<file path="config.mk">
export PLATFORM = sky130hd
export DESIGN_NAME = win_wdog
export DESIGN_NICKNAME = d
export VERILOG_FILES = /design/src/rtl/wwd_pkg.sv /design/src/rtl/wwd_prescale.sv /design/src/rtl/wwd_core.sv /design/src/rtl/wwd_pulse.sv /design/src/rtl/win_wdog.sv
export SDC_FILE = /design/constraint.sdc
export NUM_CORES = 1
export LEC_CHECK = 0
export BUFFER_PORTS_ARGS = -buffer_cell sky130_fd_sc_hd__buf_2
export CORE_ASPECT_RATIO = 1.25
export CORE_MARGIN = 4
export CORE_UTILIZATION = 40
export DETAILED_ROUTE_END_ITERATION = 16
export GPL_ROUTABILITY_DRIVEN = 1
export HOLD_SLACK_MARGIN = 0.05
export PLACE_DENSITY = 0.71
export SYNTH_ARGS = -nofsm -noshare
export SYNTH_HDL_FRONTEND = slang
export SYNTH_SLANG_ARGS = --single-unit
</file>
<file path="constraint.sdc">
create_clock -name clk -period 4.51 [get_ports clk]
set_clock_uncertainty 0.15 [all_clocks]
set_input_delay 0.2255 -clock clk [delete_from_list [all_inputs] [get_ports clk]]
set_output_delay 0.2255 -clock clk [all_outputs]
set_load 0.02 [all_outputs]
</file>
<file path="src/rtl/wwd_pkg.sv">
package wwd_pkg;
   localparam int DIV_SEL_W = 2;
   localparam int DIV_STEPS = 1 << DIV_SEL_W;
   typedef enum logic [DIV_SEL_W-1:0] {
      DIV_BY1 = 2'd0,
      DIV_BY2 = 2'd1,
      DIV_BY4 = 2'd2,
      DIV_BY8 = 2'd3
   } wwd_div_e;
endpackage

</file>
<file path="src/rtl/wwd_prescale.sv">
module wwd_prescale #(
   parameter int PRE_W = 12
) (
   input  logic                          clk,
   input  logic                          rst_n,
   input  logic                          run,
   input  wwd_pkg::wwd_div_e             div,
   output logic                          tick
);
   import wwd_pkg::*;
   localparam int TOT_W = PRE_W + DIV_STEPS - 1;

   logic [TOT_W-1:0]     pre_q;
   logic [DIV_STEPS-1:0] all_ones;

   always_ff @(posedge clk or negedge rst_n) begin
      if (!rst_n) pre_q <= '0;
      else        pre_q <= pre_q + 1'b1;
   end

   // one terminal-count detector per divider step
   for (genvar k = 0; k < DIV_STEPS; k++) begin : g_step
      assign all_ones[k] = &pre_q[PRE_W+k-1:0];
   end

   assign tick = run & all_ones[div];
endmodule

</file>
<file path="src/rtl/wwd_core.sv">
module wwd_core #(
   parameter int CNT_W = 7
) (
   input  logic             clk,
   input  logic             rst_n,
   input  logic             tick,
   input  logic             ld_we,
   input  logic [CNT_W-1:0] ld_val,
   input  logic             ld_en,
   input  logic [CNT_W-1:0] win,
   output logic [CNT_W-1:0] cnt,
   output logic             en,
   output logic             fault,
   output logic             early
);
   localparam int MSB = CNT_W - 1;
   localparam logic [CNT_W-1:0] BOUND = CNT_W'(1) << MSB;

   logic             too_soon, load_ok, en_nxt, bad_load, dec, timeout;
   logic [CNT_W-1:0] cnt_dec;

   always_comb begin
      too_soon = ld_we && en && (cnt > win);
      load_ok  = ld_we && !too_soon;
      en_nxt   = en | (load_ok & ld_en);
      bad_load = load_ok && en_nxt && !ld_val[MSB];
      dec      = !ld_we && en && tick;
      cnt_dec  = cnt - 1'b1;
      timeout  = dec && cnt[MSB] && !cnt_dec[MSB];
      fault    = too_soon | bad_load | timeout;
   end

   always_ff @(posedge clk or negedge rst_n) begin
      if (!rst_n) begin
         cnt   <= '1;
         en    <= 1'b0;
         early <= 1'b0;
      end else begin
         if (load_ok)  cnt <= ld_val;
         else if (dec) cnt <= cnt_dec;
         en    <= en_nxt;
         early <= dec && (cnt_dec == BOUND);
      end
   end

   assert_en_sticky_R10: assert property (@(posedge clk) disable iff (!rst_n)
      en |=> en);
   assert_hold_disabled_R2: assert property (@(posedge clk) disable iff (!rst_n)
      (!en && !ld_we) |=> $stable(cnt));
   assert_early_at_bound_R7: assert property (@(posedge clk) disable iff (!rst_n)
      early |-> (cnt == BOUND));
   assert_soon_no_load_R4: assert property (@(posedge clk) disable iff (!rst_n)
      (ld_we && en && (cnt > win)) |=> $stable(cnt));
endmodule

</file>
<file path="src/rtl/wwd_pulse.sv">
module wwd_pulse #(
   parameter int RST_LEN = 4
) (
   input  logic clk,
   input  logic rst_n,
   input  logic fault,
   input  logic flag_clr,
   output logic rst_req,
   output logic flag
);
   always_ff @(posedge clk or negedge rst_n) begin
      if (!rst_n)        flag <= 1'b0;
      else if (fault)    flag <= 1'b1;
      else if (flag_clr) flag <= 1'b0;
   end

   if (RST_LEN == 1) begin : g_single
      always_ff @(posedge clk or negedge rst_n) begin
         if (!rst_n) rst_req <= 1'b0;
         else        rst_req <= fault;
      end
   end else begin : g_stretch
      localparam int RC_W = $clog2(RST_LEN + 1);
      logic [RC_W-1:0] rc_q;
      always_ff @(posedge clk or negedge rst_n) begin
         if (!rst_n)          rc_q <= '0;
         else if (fault)      rc_q <= RC_W'(RST_LEN);
         else if (rc_q != '0) rc_q <= rc_q - 1'b1;
      end
      assign rst_req = (rc_q != '0);
      assert_hold_pulse_R8: assert property (@(posedge clk) disable iff (!rst_n)
         ($rose(rst_req)) |=> rst_req);
   end

   assert_fault_pulse_R8: assert property (@(posedge clk) disable iff (!rst_n)
      fault |=> rst_req);
   assert_flag_set_R9: assert property (@(posedge clk) disable iff (!rst_n)
      fault |=> flag);
   assert_flag_sticky_R9: assert property (@(posedge clk) disable iff (!rst_n)
      (flag && !flag_clr) |=> flag);
endmodule

</file>
<file path="src/rtl/win_wdog.sv">
module win_wdog #(
   parameter int CNT_W   = 7,
   parameter int PRE_W   = 12,
   parameter int RST_LEN = 4
) (
   input  logic             clk,
   input  logic             rst_n,
   input  logic             ctl_we,
   input  logic [CNT_W:0]   ctl_data,
   input  logic             cfg_we,
   input  logic [CNT_W-1:0] cfg_win,
   input  logic [1:0]       cfg_div,
   input  logic             flag_clr,
   output logic             wdg_rst_o,
   output logic             early_o,
   output logic             rst_flag_o,
   output logic [CNT_W-1:0] cnt_o
);
   import wwd_pkg::*;

   if (CNT_W < 2)   begin : g_bad_cnt $error("CNT_W must be at least 2"); end
   if (PRE_W < 1)   begin : g_bad_pre $error("PRE_W must be at least 1"); end
   if (RST_LEN < 1) begin : g_bad_len $error("RST_LEN must be at least 1"); end

   logic [CNT_W-1:0] win_q;
   wwd_div_e         div_q;
   logic             tick, en, fault;

   always_ff @(posedge clk or negedge rst_n) begin
      if (!rst_n) begin
         win_q <= '1;
         div_q <= DIV_BY1;
      end else if (cfg_we) begin
         win_q <= cfg_win;
         div_q <= wwd_div_e'(cfg_div);
      end
   end

   wwd_prescale #(.PRE_W(PRE_W)) u_pre (
      .clk(clk), .rst_n(rst_n), .run(en), .div(div_q), .tick(tick)
   );

   wwd_core #(.CNT_W(CNT_W)) u_core (
      .clk(clk), .rst_n(rst_n), .tick(tick), .ld_we(ctl_we),
      .ld_val(ctl_data[CNT_W-1:0]), .ld_en(ctl_data[CNT_W]), .win(win_q),
      .cnt(cnt_o), .en(en), .fault(fault), .early(early_o)
   );

   wwd_pulse #(.RST_LEN(RST_LEN)) u_pulse (
      .clk(clk), .rst_n(rst_n), .fault(fault), .flag_clr(flag_clr),
      .rst_req(wdg_rst_o), .flag(rst_flag_o)
   );
endmodule

</file>
Word-level counts from Yosys, hierarchy flattened
Index checks and enable logic that the tools add are counted.
{"block": "word_totals", "reg_bits": 37, "input_bits": 22, "out_inout_bits": 10, "word_cells": 49}
{"block": "classes", "add_sub_neg": 3, "magnitude_cmp": 2, "n_eq_ne": 1, "mux": 8, "bitwise": 5, "reduce_logical": 22}
{"operator": "adder 15 x 1 -> 15 bit, second input constant", "n": 1}
{"operator": "AND reduction 15 bit", "n": 1}
{"operator": "two-way mux 7 bit", "n": 2}
{"operator": "AND reduction 14 bit", "n": 1}
{"operator": "AND reduction 13 bit", "n": 1}
{"operator": "AND reduction 12 bit", "n": 1}
{"operator": "logical AND 1 bit", "n": 10}
{"operator": "equality test 7 bit, second input constant", "n": 1}
{"operator": "greater-than comparator 7 bit", "n": 1}
{"operator": "subtractor 7 x 1 -> 7 bit, second input constant", "n": 1}
{"operator": "two-way mux 3 bit", "n": 2}
{"operator": "nonzero test 2 bit", "n": 3}
{"operator": "zero test 1 bit", "n": 4}
{"operator": "< comparator 2 x 3 -> 1 bit, second input constant", "n": 1}
{"operator": "two-way mux 1 bit", "n": 3}
{"operator": "OR 1 bit", "n": 3}
{"operator": "nonzero test 3 bit", "n": 1}
{"operator": "subtractor 3 x 1 -> 3 bit, second input constant", "n": 1}
{"operator": "bitwise AND 1 bit", "n": 2}
{"operator": "binary-select mux 1 bit (select 2 bit)", "n": 1}

Depth between registers and ports, before layout
{"block": "logic_depth", "depth_word": 11, "mapped_depth": 8, "depth_no_buf": 7}

Cells and area by module
A second synthesis with hierarchy kept.
{"block": "hier_totals", "hier_cells": 179, "area_unflattened_um2": 2072.0}
{"module": "wwd_core", "n_inst": 1, "cells_per_inst": 82, "area_per_inst_um2": 753.2, "seq_area_each_um2": 234.0}
{"module": "wwd_prescale", "n_inst": 1, "cells_per_inst": 59, "area_per_inst_um2": 721.9, "seq_area_each_um2": 375.4}
{"module": "win_wdog", "n_inst": 1, "cells_per_inst": 19, "area_per_inst_um2": 380.4, "seq_area_each_um2": 234.0}
{"module": "wwd_pulse", "n_inst": 1, "cells_per_inst": 19, "area_per_inst_um2": 216.5, "seq_area_each_um2": 100.1}

Least setup slack after synthesis
Ideal clock, no wire load.
{"block": "synth_path", "kind": "register -> register", "startpoint": "register u_core.cnt[0]", "endpoint": "register u_core.cnt[3]", "setup_time_ps": 82, "arrival_time_ps": 1877, "t_required_ps": 4278, "slack_ps": 2401, "path_stages_with_launch": 9, "path_buffers": 1, "period_less_slack_ps": 2109, "cell_sequence": "dfstp_2 > inv_1 > ha_1 > nand3b_1 > a21o_1 > a32o_1 > clkbuf_1 > a211oi_1 > nor2_1"}
{"block": "synth_via", "elab_chain_cells": 5, "word_cells_on_any_way": 8, "classes_between": "add/sub (1); order compare (1); mux (2); reduce/logical (4)"}
{"element": "from (decl)", "line_no": "wwd_core.sv:11", "text": "output logic [CNT_W-1:0] cnt,"}
{"element": "from (signal assigned)", "line_no": "wwd_core.sv:39", "text": "if (load_ok) cnt <= ld_val;"}
{"element": "from (signal assigned)", "line_no": "wwd_core.sv:40", "text": "else if (dec) cnt <= cnt_dec;"}
{"element": "greater-than comparator 7 bit", "line_no": "wwd_core.sv:23", "text": "too_soon = ld_we && en && (cnt > win);"}
{"element": "logical AND 1 bit", "line_no": "wwd_core.sv:23"}
{"element": "zero test 1 bit", "line_no": "wwd_core.sv:24", "text": "load_ok = ld_we && !too_soon;"}
{"element": "logical AND 1 bit", "line_no": "wwd_core.sv:24"}
{"element": "two-way mux 7 bit / nonzero test 2 bit (equally long branches)"}
Several ways; a longest one is shown, not always the timed one. The select of a mux whose other input is x is not followed.
A chain may end at the register's enable or synchronous reset.

Final worst setup path
{"block": "layout_path", "startpoint": "register u_core.cnt[0]", "endpoint": "register u_core.cnt[1]"}
The elaborated chain is that of the path after synthesis.

==> metrics.txt <==
# TYPE chip_impl_metric gauge
chip_impl_metric{name="synth_edf_count",unit=""} 0
chip_impl_metric{name="worst_slew_pin_slew",unit="ps"} 773
chip_impl_metric{name="postSynth.asyncResetShare",unit="%"} 100
chip_impl_metric{name="deepest_clock_path_buffer_count",unit=""} 2
chip_impl_metric{name="syn-cell-area",unit="um^2"} 1920
chip_impl_metric{name="initial_antenna_violation_count",unit=""} 0
chip_impl_metric{name="placed_cells",unit=""} 270
chip_impl_info{name="synth_top_flop_cell",value="dfrtp_1"} 1
chip_impl_metric{name="finalWeightedCongestion",unit=""} 0.811
chip_impl_info{name="tritoncts",value="done"} 1
chip_impl_metric{name="clock.fmax",unit="MHz"} 436
chip_impl_metric{name="port-buffer-count",unit=""} 31
chip_impl_metric{name="synth_cells",unit=""} 183
chip_impl_info{name="grt_setup_unrepaired",value="no"} 1
chip_impl_metric{name="ir_worst_vdd",unit="V"} 0.000187
chip_impl_metric{name="placement.setup.worst_slack",unit="ps"} 2230
chip_impl_metric{name="slew_headroom",unit="%"} 48.5
chip_impl_info{name="min-delay-path-class",value="input pin to register"} 1
chip_impl_metric{name="path_clk_slew",unit="ps"} 70
chip_impl_metric{name="postCtsSetupRepairBufs",unit=""} 0
chip_impl_metric{name="timing.final.crit_period",unit="ps"} 2290
chip_impl_info{name="criticalPathCategory",value="register to register"} 1
chip_impl_metric{name="wire_per_inst",unit="um"} 12.4
chip_impl_metric{name="worst_ep_arrival_time",unit="ps"} 2350
chip_impl_metric{name="grt_first_pass_wirelength",unit="mm"} 6.49
chip_impl_metric{name="pwr_density_cell",unit="nW/um^2"} 463
chip_impl_metric{name="pin_count",unit=""} 32
chip_impl_metric{name="synth-seq-area-share",unit="%"} 49.2
chip_impl_metric{name="cts_htree_levels",unit=""} 2
chip_impl_metric{name="timing_hold_violations_final",unit=""} 0
chip_impl_metric{name="grt_max_degree",unit=""} 38
chip_impl_metric{name="worstSkewPairLatency",unit="ps"} 280
chip_impl_metric{name="synth_cell_types",unit=""} 35
chip_impl_info{name="timing.critical_path.to_type",value="register"} 1
chip_impl_metric{name="synthesis.yosys.warnings",unit=""} 0
chip_impl_metric{name="grtUsageTotal",unit="%"} 13.5
chip_impl_metric{name="post_route_cells_drive_above_1_share",unit="%"} 24.4
chip_impl_metric{name="cp.required",unit="ps"} 4570
chip_impl_metric{name="clock_sinks",unit=""} 37
chip_impl_metric{name="firstDrtPassIters",unit=""} 4
chip_impl_metric{name="post-dp-hpwl",unit="mm"} 2.78
chip_impl_metric{name="drt.antenna.violating_nets",unit=""} 0
chip_impl_metric{name="post_synth.cell_area_avg",unit="um^2"} 10.5
chip_impl_metric{name="number_of_synthesized_register_bits",unit=""} 37
chip_impl_metric{name="fp-row-count",unit=""} 27
chip_impl_metric{name="effective_utilization_at_floorplan",unit="%"} 42.4
chip_impl_metric{name="vias",unit=""} 1459
chip_impl_metric{name="fp.dieW",unit="um"} 69.9
chip_impl_metric{name="global_route.overflow_total",unit=""} 0
chip_impl_metric{name="n_antenna_cell",unit=""} 0
chip_impl_metric{name="initial_drc_count",unit=""} 71
chip_impl_metric{name="layout-area-overhead-vs-synth",unit="%"} 25.6
chip_impl_metric{name="finalNonFillerCells",unit=""} 296
chip_impl_metric{name="drv_cap",unit=""} 0
chip_impl_metric{name="vias_in_the_first_global_route",unit=""} 1477
chip_impl_metric{name="synth_fp_nets",unit=""} 217
chip_impl_metric{name="route.detailed.vias_per_inst",unit=""} 4.93
chip_impl_metric{name="leakage",unit="nW"} 1.11
chip_impl_metric{name="timing.final.crit_share",unit="%"} 50.9
chip_impl_info{name="critical_path.startpoint_type",value="register"} 1
chip_impl_metric{name="die-area",unit="um^2"} 5970
chip_impl_metric{name="worst-path-max-fanout",unit=""} 13
chip_impl_metric{name="placed_area",unit="um^2"} 2140
chip_impl_metric{name="final_nets",unit=""} 271
chip_impl_metric{name="number_of_buffers_created_by_cts",unit=""} 5
chip_impl_metric{name="finalWorstSetupSlack",unit="ps"} 2220
chip_impl_metric{name="core_area",unit="um^2"} 4530
chip_impl_info{name="clockRootBuffer",value="clkbuf_8"} 1
chip_impl_metric{name="design_power_total",unit="mW"} 1.11
chip_impl_metric{name="route.detailed.drc",unit=""} 0
chip_impl_metric{name="wirelength",unit="mm"} 3.67
chip_impl_metric{name="finalSetupViolations",unit=""} 0
chip_impl_info{name="outcome",value="completed"} 1
chip_impl_metric{name="finalMaxSlewViolations",unit=""} 0
chip_impl_metric{name="fin_tns_setup",unit="ps"} 0
chip_impl_metric{name="final_area",unit="um^2"} 2410
chip_impl_metric{name="die-height",unit="um"} 85.4
## logic make-up after synthesis
logic type	share of synthesized area (%)
simple gates	16.6
flops	49.2
compound gates	9.72
xor+xnor	9.59
buf+inv	3.72
fa+ha+maj	7.83
mux	3.39
## registers in the layout, summed over array words and instances (netlist names)
signal and flops:
div_q 2, u_core.cnt 7, u_pulse.flag 1, u_core.early 1, u_core.en 1, u_pre.pre_q 15, u_pulse.g_stretch.rc_q 3, win_q 7
## cell type report
type,count,area [um^2]
Clock buffer,8,90.1
Fill cell,400,2120
Inverter,17,63.8
Multi-Input combinational cell,127,903
Sequential cell,37,943
Tap cell,58,72.6
Timing Repair Buffer,49,335
## layer usage
metal	part of all wire [%]	GRT usage (%)	vias up
met5	0	0	-
met4	1.5	4.70	0
met3	5.0	4.38	5
met2	48	23.0	30
met1	45	15.7	682
li1	-	-	742
## final timing paths
path / from / endpoint / slack (ps) / cells after the start
setup / recovery: u_core.cnt[0]$_DFFE_PN1P_ / u_core.cnt[1]$_DFFE_PN1P_ / 2220 / 6
hold / removal: ctl_we / u_core.en$_DFF_PN0_ / 80 / 2
setup reg to reg: u_core.cnt[0]$_DFFE_PN1P_ / u_core.cnt[1]$_DFFE_PN1P_ / 2220 / 6
hold reg to reg: u_pre.pre_q[0]$_DFF_PN0_ / u_pre.pre_q[0]$_DFF_PN0_ / 300 / 1
max in group asynchronous: rst_n / u_pre.pre_q[1]$_DFF_PN0_ / 3310 / 2
min in group asynchronous: rst_n / u_core.early$_DFF_PN0_ / 400 / 2
## through the flow
stage          hold WS [ps]  utilization, %
3_3_place_gp            212            47.2
2_1_floorplan          -220               -
4_1_cts                62.8            53.2
6_report               76.6            53.2
3_5_place_dp            212            47.2
5_1_grt                79.6            53.2
## cells in the mapped netlist, drive strengths merged, types with 2 or more instances
cell type | count | area (um^2)
xnor2 | 11 | 96.3
nand4 | 4 | 25.0
and2 | 2 | 12.5
clkbuf | 2 | 7.51
o21a | 2 | 15.0
a311oi | 2 | 17.5
nor3 | 5 | 36.3
mux2 | 4 | 45.0
nor2 | 7 | 26.3
nand2 | 16 | 60.1
nand3 | 11 | 60.1
mux2i | 2 | 20.0
and3 | 2 | 12.5
nor2b | 2 | 12.5
dfstp | 14 | 368
a21o | 3 | 22.5
inv | 17 | 63.8
dfrtp | 23 | 576
a21oi | 3 | 15.0
nor4 | 4 | 25.0
ha | 12 | 150
o21ai | 14 | 70.1
a32o | 2 | 20.0
xor2 | 10 | 87.6
## where the power goes
group	switching (mW)	internal (mW)	leakage, nW	total (mW)
clock network	0.103	0.124	0.0455	0.227
registers	0.0695	0.417	0.435	0.486
logic	0.220	0.180	0.630	0.400
total	0.393	0.721	1.11	1.11
## layout by cell type, fill, tap and decap left out, drive strengths merged, types with 10 or more instances in the layout
cell type	count
dfrtp	23
buf	31
o21ai	14
nand2	16
inv	17
xor2	10
nand3	11
ha	12
xnor2	11
dfstp	14
dlygate4sd3	18
## what timing repair did
action / 4_1_cts / 5_1_grt
resized for setup: 0 / 0
hold endpoints to repair: 40 / 0
hold buffers: 18 / 0
## critical path, cell delays in order, from the launching register on
cell and delay, ps:
dfstp_2 580, inv_1 90, ha_1 280, nand3_1 60
o21ai_0 220, a32o_1 440, mux2_2 380
Note: power is estimated with default switching activity, not from simulation.
